$ cat src/rtl/rs_enc_pkg.sv
package rs_enc_pkg;
  localparam int SYM_W = 8;
  localparam int NPAR = 16;
  localparam int N_MAX = (1 << SYM_W) - 1;
  localparam int K_MAX = N_MAX - NPAR;
  localparam logic [SYM_W:0] FIELD_POLY = 9'h11D;

  typedef logic [SYM_W-1:0] sym_t;
  typedef logic [NPAR-1:0][SYM_W-1:0] gen_t;
  typedef enum logic [1:0] {PH_IDLE, PH_MSG, PH_PAR} phase_e;

  function automatic sym_t gf_mul(sym_t a, sym_t b);
    sym_t acc = '0;
    sym_t x = a;
    for (int i = 0; i < SYM_W; i++) begin
      if (b[i]) acc = acc ^ x;
      x = x[SYM_W-1] ? ((x << 1) ^ FIELD_POLY[SYM_W-1:0]) : (x << 1);
    end
    return acc;
  endfunction

  // coefficients 0..NPAR-1 of prod (x + alpha^i), i = 0..NPAR-1 (monic term dropped)
  function automatic gen_t gen_coeffs();
    sym_t g [0:NPAR];
    sym_t root = sym_t'(1);
    gen_t res;
    for (int j = 0; j <= NPAR; j++) g[j] = '0;
    g[0] = sym_t'(1);
    for (int i = 0; i < NPAR; i++) begin
      for (int j = NPAR; j > 0; j--) g[j] = g[j-1] ^ gf_mul(g[j], root);
      g[0] = gf_mul(g[0], root);
      root = gf_mul(root, sym_t'(2));
    end
    for (int j = 0; j < NPAR; j++) res[j] = g[j];
    return res;
  endfunction
endpackage

$ cat src/rtl/rs_enc_lfsr.sv
module rs_enc_lfsr
  import rs_enc_pkg::*;
(
  input  logic clk_i,
  input  logic rst_ni,
  input  logic clear_i,
  input  logic shift_i,
  input  logic fb_en_i,
  input  sym_t sym_i,
  output sym_t top_o
);
  localparam gen_t GEN = gen_coeffs();

  sym_t stage_q [NPAR];
  sym_t stage_d [NPAR];
  sym_t fb;

  assign fb = fb_en_i ? (sym_i ^ (clear_i ? sym_t'(0) : stage_q[NPAR-1])) : '0;

  for (genvar i = 0; i < NPAR; i++) begin : g_stage
    sym_t prev;
    if (i == 0) begin : g_first
      assign prev = '0;
    end else begin : g_rest
      assign prev = clear_i ? sym_t'(0) : stage_q[i-1];
    end
    assign stage_d[i] = prev ^ gf_mul(fb, GEN[i]);

    always_ff @(posedge clk_i or negedge rst_ni) begin
      if (!rst_ni) stage_q[i] <= '0;
      else if (shift_i || clear_i) stage_q[i] <= stage_d[i];
    end
  end

  assign top_o = stage_q[NPAR-1];

  // parity drain feeds zeros in at the bottom
  assert_drain_zero_R3: assert property (@(posedge clk_i) disable iff (!rst_ni)
    (shift_i && !fb_en_i && !clear_i) |=> (stage_q[0] == '0));

  // a cleared start with a zero symbol leaves an empty register
  assert_clear_R7: assert property (@(posedge clk_i) disable iff (!rst_ni)
    (clear_i && fb_en_i && sym_i == '0) |=> (top_o == '0));
endmodule

$ cat src/rtl/rs_enc_ctrl.sv
module rs_enc_ctrl
  import rs_enc_pkg::*;
#(
  parameter bit PROG_LEN = 1'b1,
  parameter int K_FIXED  = K_MAX
) (
  input  logic       clk_i,
  input  logic       rst_ni,
  input  logic       start_i,
  input  logic [7:0] msg_len_i,
  output logic       accept_o,
  output logic       msg_o,
  output logic       par_o
);
  localparam logic [7:0] KMAX_L = 8'(K_MAX);
  localparam logic [7:0] KFIX_L = 8'(K_FIXED);
  localparam logic [7:0] PLAST  = 8'(NPAR - 1);

  phase_e     phase_q;
  logic [7:0] cnt_q, k_q, k_raw, k_eff;

  assign k_raw = PROG_LEN ? msg_len_i : KFIX_L;
  always_comb begin
    k_eff = k_raw;
    if (k_raw == 8'd0) k_eff = 8'd1;
    else if (k_raw > KMAX_L) k_eff = KMAX_L;
  end

  assign accept_o = start_i && (phase_q == PH_IDLE);
  assign msg_o    = accept_o || (phase_q == PH_MSG);
  assign par_o    = (phase_q == PH_PAR);

  always_ff @(posedge clk_i or negedge rst_ni) begin
    if (!rst_ni) begin
      phase_q <= PH_IDLE;
      cnt_q   <= '0;
      k_q     <= 8'd1;
    end else begin
      unique case (phase_q)
        PH_IDLE: if (start_i) begin
          k_q <= k_eff;
          if (k_eff == 8'd1) begin
            phase_q <= PH_PAR;
            cnt_q   <= '0;
          end else begin
            phase_q <= PH_MSG;
            cnt_q   <= 8'd1;
          end
        end
        PH_MSG: if (cnt_q == k_q - 8'd1) begin
          phase_q <= PH_PAR;
          cnt_q   <= '0;
        end else cnt_q <= cnt_q + 8'd1;
        PH_PAR: if (cnt_q == PLAST) begin
          phase_q <= PH_IDLE;
          cnt_q   <= '0;
        end else cnt_q <= cnt_q + 8'd1;
        default: phase_q <= PH_IDLE;
      endcase
    end
  end

  assert_msg_end_R3: assert property (@(posedge clk_i) disable iff (!rst_ni)
    (phase_q == PH_MSG && cnt_q == k_q - 8'd1) |=> (phase_q == PH_PAR && cnt_q == 8'd0));

  assert_par_len_R3: assert property (@(posedge clk_i) disable iff (!rst_ni)
    (phase_q == PH_PAR && cnt_q == PLAST) |=> (phase_q == PH_IDLE));

  assert_busy_ignore_R5: assert property (@(posedge clk_i) disable iff (!rst_ni)
    (phase_q != PH_IDLE) |=> $stable(k_q));

  assert_len_range_R6: assert property (@(posedge clk_i) disable iff (!rst_ni)
    (k_q >= 8'd1 && k_q <= KMAX_L));
endmodule

$ cat src/rtl/rs_encoder.sv
module rs_encoder
  import rs_enc_pkg::*;
#(
  parameter bit PROG_LEN = 1'b1,
  parameter int K_FIXED  = rs_enc_pkg::K_MAX
) (
  input  logic       clk_i,
  input  logic       rst_ni,
  input  logic [7:0] msg_len_i,
  input  logic       start_i,
  input  logic [7:0] data_i,
  output logic [7:0] data_o,
  output logic       start_o
);
  logic accept, msg_cyc, par_cyc;
  sym_t par_top, data_q;
  logic start_q;

  rs_enc_ctrl #(.PROG_LEN(PROG_LEN), .K_FIXED(K_FIXED)) u_ctrl (
    .clk_i    (clk_i),
    .rst_ni   (rst_ni),
    .start_i  (start_i),
    .msg_len_i(msg_len_i),
    .accept_o (accept),
    .msg_o    (msg_cyc),
    .par_o    (par_cyc)
  );

  rs_enc_lfsr u_lfsr (
    .clk_i  (clk_i),
    .rst_ni (rst_ni),
    .clear_i(accept),
    .shift_i(msg_cyc || par_cyc),
    .fb_en_i(msg_cyc),
    .sym_i  (data_i),
    .top_o  (par_top)
  );

  always_ff @(posedge clk_i or negedge rst_ni) begin
    if (!rst_ni) begin
      data_q  <= '0;
      start_q <= 1'b0;
    end else begin
      start_q <= accept;
      if (msg_cyc)      data_q <= data_i;
      else if (par_cyc) data_q <= par_top;
      else              data_q <= '0;
    end
  end

  assign data_o  = data_q;
  assign start_o = start_q;

  assert_start_src_R4: assert property (@(posedge clk_i) disable iff (!rst_ni)
    start_o |-> $past(start_i));

  assert_passthru_R2: assert property (@(posedge clk_i) disable iff (!rst_ni)
    msg_cyc |=> (data_o == $past(data_i)));

  assert_idle_zero_R8: assert property (@(posedge clk_i) disable iff (!rst_ni)
    (!msg_cyc && !par_cyc) |=> (data_o == '0 && !start_o));
endmodule

$ cat config.mk
export PLATFORM = sky130hd
export DESIGN_NAME = rs_encoder
export DESIGN_NICKNAME = d
export VERILOG_FILES = /design/src/rtl/rs_enc_pkg.sv /design/src/rtl/rs_enc_lfsr.sv /design/src/rtl/rs_enc_ctrl.sv /design/src/rtl/rs_encoder.sv
export SDC_FILE = /design/constraint.sdc
export NUM_CORES = 1
export LEC_CHECK = 0
export CAP_MARGIN = 25
export CORE_AREA = 4 4 137 237
export CTS_BUF_LIST = sky130_fd_sc_hd__clkbuf_4 sky130_fd_sc_hd__clkbuf_8
export CTS_CLUSTER_SIZE = 24
export DETAILED_ROUTE_END_ITERATION = 7
export DIE_AREA = 0 0 141 241
export PLACE_DENSITY = 0.49
export SLEW_MARGIN = 10
export SYNTH_ARGS = -nofsm -noshare
export SYNTH_HDL_FRONTEND = slang
export SYNTH_HIERARCHICAL = 1
export SYNTH_SLANG_ARGS = --single-unit
$ cat constraint.sdc
create_clock -name clk_i -period 4 [get_ports clk_i]
set_input_delay 0.8 -clock clk_i [delete_from_list [all_inputs] [get_ports clk_i]]
set_output_delay 0.8 -clock clk_i [all_outputs]
set_load 0.1 [all_outputs]
==> metrics, run 1 <==
outcome finished clean; vias in the first global route a little over 8000; sequential share of the synthesized area a little under two fifths; CTS H-tree lvls 4; placed cells approximately 1500; clock tree sinks between 150 and 200; gpl congestion ~0.85; Max Buffers Root-to-Sink 2; fin. max-slew vios 0; Synth warnings 6; P&R area growth vs syn 12.37%; WP data required about 4.4 ns; die area 33980 um^2; setup violators final 0; average cell area after synthesis roughly 9.2 um^2; drt via density slightly above 5; port buffer count 27; Total Routed Length 31930 um; post-CTS sizing 0; grt ovf 0; Post-synth EDFFs 0; Post-Layout Cell Count approximately 1500; # Post-CTS Setup Buffers 0; WHS between 0.2 and 0.25 ns; Residual DRC 0; Yosys cell types 65; count leader, synth xnor2_1; Max-Slew Margin vs Limit between 30% and 40%; R2R Path Start u_ctrl/phase_q[0]; hold crit path type input port to async pin; crit-path max FO 27; Worst Setup Start Kind input port; initial core utilization 33.55%; Via Count slightly below 8000; Core Area between 30000 and 40000 um^2; Final ANT Viol Nets 0; Main synth FF type dfrtp_1; Detailed Place HPWL ~23000 um; Cell Rows between 80 and 90; CTS tree built; ratio of cells with drive above 1 in the final layout a little over a tenth; wire length per cell roughly 21 um; initial antenna violation count 0; RSZ-0062 raised after global routing false; max cap viols 0; Top-Level Pins 28; chip height 241 um; Tot GR Track Use roughly a fifth; endpoints failing hold 0; CTS buffer count 17; clock transition at the registers of the reported paths around 0.090 ns; chip width around 140 um; r2r setup slk 0.64 ns; mapped cell area 10280 um^2; min Tclk post-route about 3.4 ns; period utilization a little over four fifths; Arr. time, crit path around 3.8 ns; fmax between 200 and 300 MHz; Post-Route Utilization between 30 and 40%; Clock Latency Late Sink 0.50 ns; RR Endpoint u_lfsr/top_o[4]; clock skew 0.01111 ns; Commonest cells post-synth xnor2_1 (167), dfrtp_1 (154), nand2_1 (122); Gate Count Post-Synth between 1000 and 1500; top post-synthesis cells by area dfrtp_1 (37%), xnor2_1 (14%), nand2_1 (4.5%); post-synthesis sequential element count 155; Nets 1147; R2R depth 14; CP Class input port to flop; hold buffer count at CTS 0; largest net degree at the start of global routing just under 80; root buf cell clkbuf_8; number of fill cells in the layout between 3000 and 4000; first-pass GRT wire length between 40000 and 50000 um; first drt pass iteration count 5; Post-Syn Nets approximately 1100; async set-reset flop share out of synthesis 100.0%; Critical Path End Type flop; worst slew pin tran ~1.0 ns; post-synth top area share a little under two fifths; Yosys top cell by area dfrtp_1; Iter 0 DRT Violations 411; Setup TNS Final 0 ns
[worst max-delay path by stage]
stage	startpoint	endpoint	slack, ns	cells past startpoint
final	start_i	u_lfsr/top_o[4]	0.62	13
after CTS	u_ctrl/phase_q[0]	u_lfsr/stage_q[98]	0.61	13
after floorplan	start_i	u_lfsr/top_o[3]	0.80	9
after global placement	start_i	u_lfsr/top_o[4]	0.13	13
after detailed placement	start_i	u_lfsr/stage_q[98]	0.11	12
after global routing	start_i	u_lfsr/top_o[4]	0.45	13
[routing by layer]
| layer | vias up | track usage, % | share of wire (%) |
|---|---|---|---|
| li1 | 3794 | - | - |
| met1 | 3893 | 21.65 | 38 |
| met2 | 154 | 36.16 | 54 |
| met3 | 62 | 2.875 | 3.0 |
| met4 | 0 | 9.844 | 4.8 |
| met5 | - | 0 | 0 |
[per-stage QoR]
| step | setup WS, ns | area (um^2) |
|---|---|---|
| finish | 0.6153 | 11550 |
| global placement | 0.1257 | 11080 |
| detailed placement | 0.1097 | 11080 |
| global route | 0.4467 | 11550 |
| floorplan | 0.8027 | 10280 |
| CTS | 0.6134 | 11550 |
[state kept, by name (all words and copies together), names as in the netlist]
signal	cells
start_o	1
u_ctrl/cnt_q	8
data_o	8
u_lfsr/stage_q	120
u_lfsr/top_o	8
u_ctrl/phase_q	2
u_ctrl/k_q	8
[logic make-up after synthesis]
| logic type | share of synthesized area, % |
|---|---|
| mux | 0.09740 |
| compound gates | 16.92 |
| simple gates | 15.36 |
| xor+xnor | 23.72 |
| fa+ha+maj | 0.7304 |
| flops | 37.75 |
| buf+inv | 5.418 |
[layout by cell type, fill, tap and decap left out, types with 3 or more instances in the layout]
cell type	count
o21ai_0	74
o21a_1	26
dfrtp_1	154
nor4_1	3
clkdlybuf4s50_1	26
inv_6	3
clkinv_2	3
bufinv_16	5
nor2_1	72
inv_1	15
xnor3_1	16
nor3_1	7
nor2b_1	51
a31oi_1	26
a22oi_1	15
a22o_1	7
and3_1	6
a21oi_1	62
buf_12	4
nand4_1	3
xor2_1	29
clkbuf_8	17
o211ai_1	3
xor3_1	4
a221o_1	3
o22a_1	20
or3_1	7
buf_4	59
nand2_1	121
xnor2_1	167
nand2b_1	8
and3b_1	8
o22ai_1	22
xnor2_2	9
and2_1	6
o221ai_1	3
nand3_1	23
ha_1	6
[critical path, stage by stage]
cell	delay, ns
clkdlybuf4s50_1	0.50
nand2_1	0.11
clkinv_2	0.15
clkinv_2	0.18
buf_4	0.27
a21oi_1	0.14
and3b_1	0.20
buf_4	0.19
xnor2_1	0.50
xor2_1	0.19
buf_4	0.17
nor3_1	0.06
a221o_1	0.28
[cell type report]
cell class / instances / area (um^2) / share of cell area, %
inverters: 17 / 66.31 / 0.5742
repair buffers: 90 / 794.5 / 6.880
clock buffers: 19 / 249.0 / 2.156
clock inverters: 13 / 214.0 / 1.853
diodes: 1 / 2.502 / 0.02167
multi-input cells: 841 / 5853 / 50.68
well taps: 391 / 489.2 / 4.236
flip-flops and latches: 155 / 3880 / 33.60
Power of run 1 is left out: the tool's default activity adds up to more than one toggle a clock period on the data nets, which glitch-free logic cannot reach.
==> run 2, diff against run 1 <==
--- a/config.mk
+++ b/config.mk
@@ -11,7 +11,7 @@
 export CTS_CLUSTER_SIZE = 24
 export DETAILED_ROUTE_END_ITERATION = 7
 export DIE_AREA = 0 0 141 241
-export PLACE_DENSITY = 0.49
+export PLACE_DENSITY = 0.5
 export SLEW_MARGIN = 10
 export SYNTH_ARGS = -nofsm -noshare
 export SYNTH_HDL_FRONTEND = slang
==> constraint.sdc (replaced) <==
create_clock -name clk_i -period 2.9 [get_ports clk_i]
set_input_delay 0.58 -clock clk_i [delete_from_list [all_inputs] [get_ports clk_i]]
set_output_delay 0.58 -clock clk_i [all_outputs]
set_load 0.1 [all_outputs]
==> run 2 against run 1 <==
Clock skew grew 0.0022 ns; worst setup slack got worse by 0.48 ns; global-route usage rose by 0.48 points; critical path type is now flop to flop; highest routed layer unchanged.
==> metrics, run 2 (synthesis results as in run 1) <==
most frequent cells in the layout buf_4 (188), xnor2_1 (157), dfrtp_1 (154); initial core utilization about 34%; port buffer count 27; setup violators final 0; Worst Setup Start Kind flop; P&R area growth vs syn 23.79%; Detailed Place HPWL 24630 um; grt ovf 0; CTS tree built; Top-Level Pins 28; chip width around 140 um; placed instance area 12140 um^2; family with the most delay on the worst path XOR/XNOR gates; Nets 1277; vias in the first global route between 8000 and 9000; max cap viols 0; Arr. time, crit path 3.15 ns; hold crit path type input port to async pin; Critical Path End Type flop; Reg with most FFs u_lfsr/stage_q; hold buffer count at CTS 0; largest net degree at the start of global routing between 40 and 50; worst path buffer plus inverter count 3; Via Count 8420; chip height roughly 240 um; Residual DRC 0; ratio of cells with drive above 1 in the final layout roughly 23%; fmax about 360 MHz; outcome finished clean; min Tclk post-route 2.765 ns; Post-Route Utilization between 40% and 50%; Slowest cell on crit path or3_1; critical path depth 10; first-pass GRT wire length between 50000 and 60000 um; gpl congestion a little under 0.9; CTS H-tree lvls 4; commonest non-fill, non-tap cell in the layout buf_4; # diodes 0; Clock Latency Late Sink 0.50 ns; CP Class flop to flop; CTS buffer count 17; worst slew pin tran 0.5917 ns; Total Routed Length 33350 um; R2R depth 10; Max Buffers Root-to-Sink 2; fin worst setup slack between 0.1 and 0.15 ns; Place WS -0.5091 ns; first drt pass iteration count 5; placed cells roughly 1600; crit-path max cell delay approximately 0.39 ns; endpoints failing hold 0; post-route cell area 12720 um^2; crit-path max FO 9; period utilization between 90% and 100%; Cell Rows between 80 and 90; Final ANT Viol Nets 0; root buf cell clkbuf_8; initial antenna violation count 0; Max-Slew Margin vs Limit 60.20%; wire length per cell 20.14 um; fin. max-slew vios 0; die area 33980 um^2; Iter 0 DRT Violations between 400 and 500; clock transition at the registers of the reported paths 0.09 ns; clock skew 0.01329 ns; cell breakdown of the critical path inv_1 > ha_4 > nand2_2 > inv_4 > buf_4 > or3_1 > and3_1 > xnor3_2 > xnor3_1 > a221o_1; Tot GR Track Use around a fifth; Core Area approximately 31000 um^2; WP data required between 3 and 4 ns; Post-Layout Cell Count roughly 1700; max FFs per register 120; drt via density around 5.1; clock tree sinks 155
-- run 2: what timing repair did --
item                                    4_1_cts  5_1_grt
resized for setup                             7       21
endpoints found under the setup margin        9       35
pin swaps                                     0        3
buffers inserted                              0        1
-- run 2: worst paths after layout --
path                                startpoint  slack, ns                   to
hold reg to reg            u_lfsr/stage_q[121]       0.47  u_lfsr/stage_q[121]
setup reg to reg             u_ctrl/phase_q[1]       0.14      u_lfsr/top_o[3]
hold / removal                          rst_ni       0.02            data_o[6]
max in group asynchronous               rst_ni       2.12    u_lfsr/stage_q[8]
min in group clk_i         u_lfsr/stage_q[121]       0.47  u_lfsr/stage_q[121]
setup / recovery             u_ctrl/phase_q[1]       0.14      u_lfsr/top_o[3]
-- run 2: metrics by stage --
stage          setup TNS, ns  hold slack [ns]
5_1_grt            -0.003194          0.02871
3_3_place_gp          -17.71           0.4535
2_1_floorplan              0           0.2844
6_report                   0          0.02305
3_5_place_dp          -18.00           0.4567
4_1_cts                    0          0.01943
-- run 2: area by class of cell --
type	instances	area (um^2)
Clock buffer	19	261.5
Clock inverter	13	165.2
Fill cell	3079	17910
Inverter	17	71.32
Multi-Input combinational cell	841	5991
Sequential cell	155	3880
Tap cell	391	489.2
Timing Repair Buffer	220	1864
-- run 2: per-layer routing --
metal	global-route usage (%)	vias up	wire length, um
met1	22.00	4155	12790
li1	-	4046	-
met5	0	-	0
met2	37.75	160	18160
met4	9.668	0	1493
met3	2.538	59	904
Power of run 2 is left out for the same reason.
==> run 3, diff against run 2 <==
--- a/config.mk
+++ b/config.mk
@@ -8,6 +8,7 @@
 export CAP_MARGIN = 25
 export CORE_AREA = 4 4 137 237
 export CTS_BUF_LIST = sky130_fd_sc_hd__clkbuf_4 sky130_fd_sc_hd__clkbuf_8
+export CTS_CLUSTER_DIAMETER = 50
 export CTS_CLUSTER_SIZE = 24
 export DETAILED_ROUTE_END_ITERATION = 7
 export DIE_AREA = 0 0 141 241
==> results of run 3 <==
Same layout as run 2: the final DEF is identical, and so are final timing and power.
Power of run 3 is left out for the same reason.
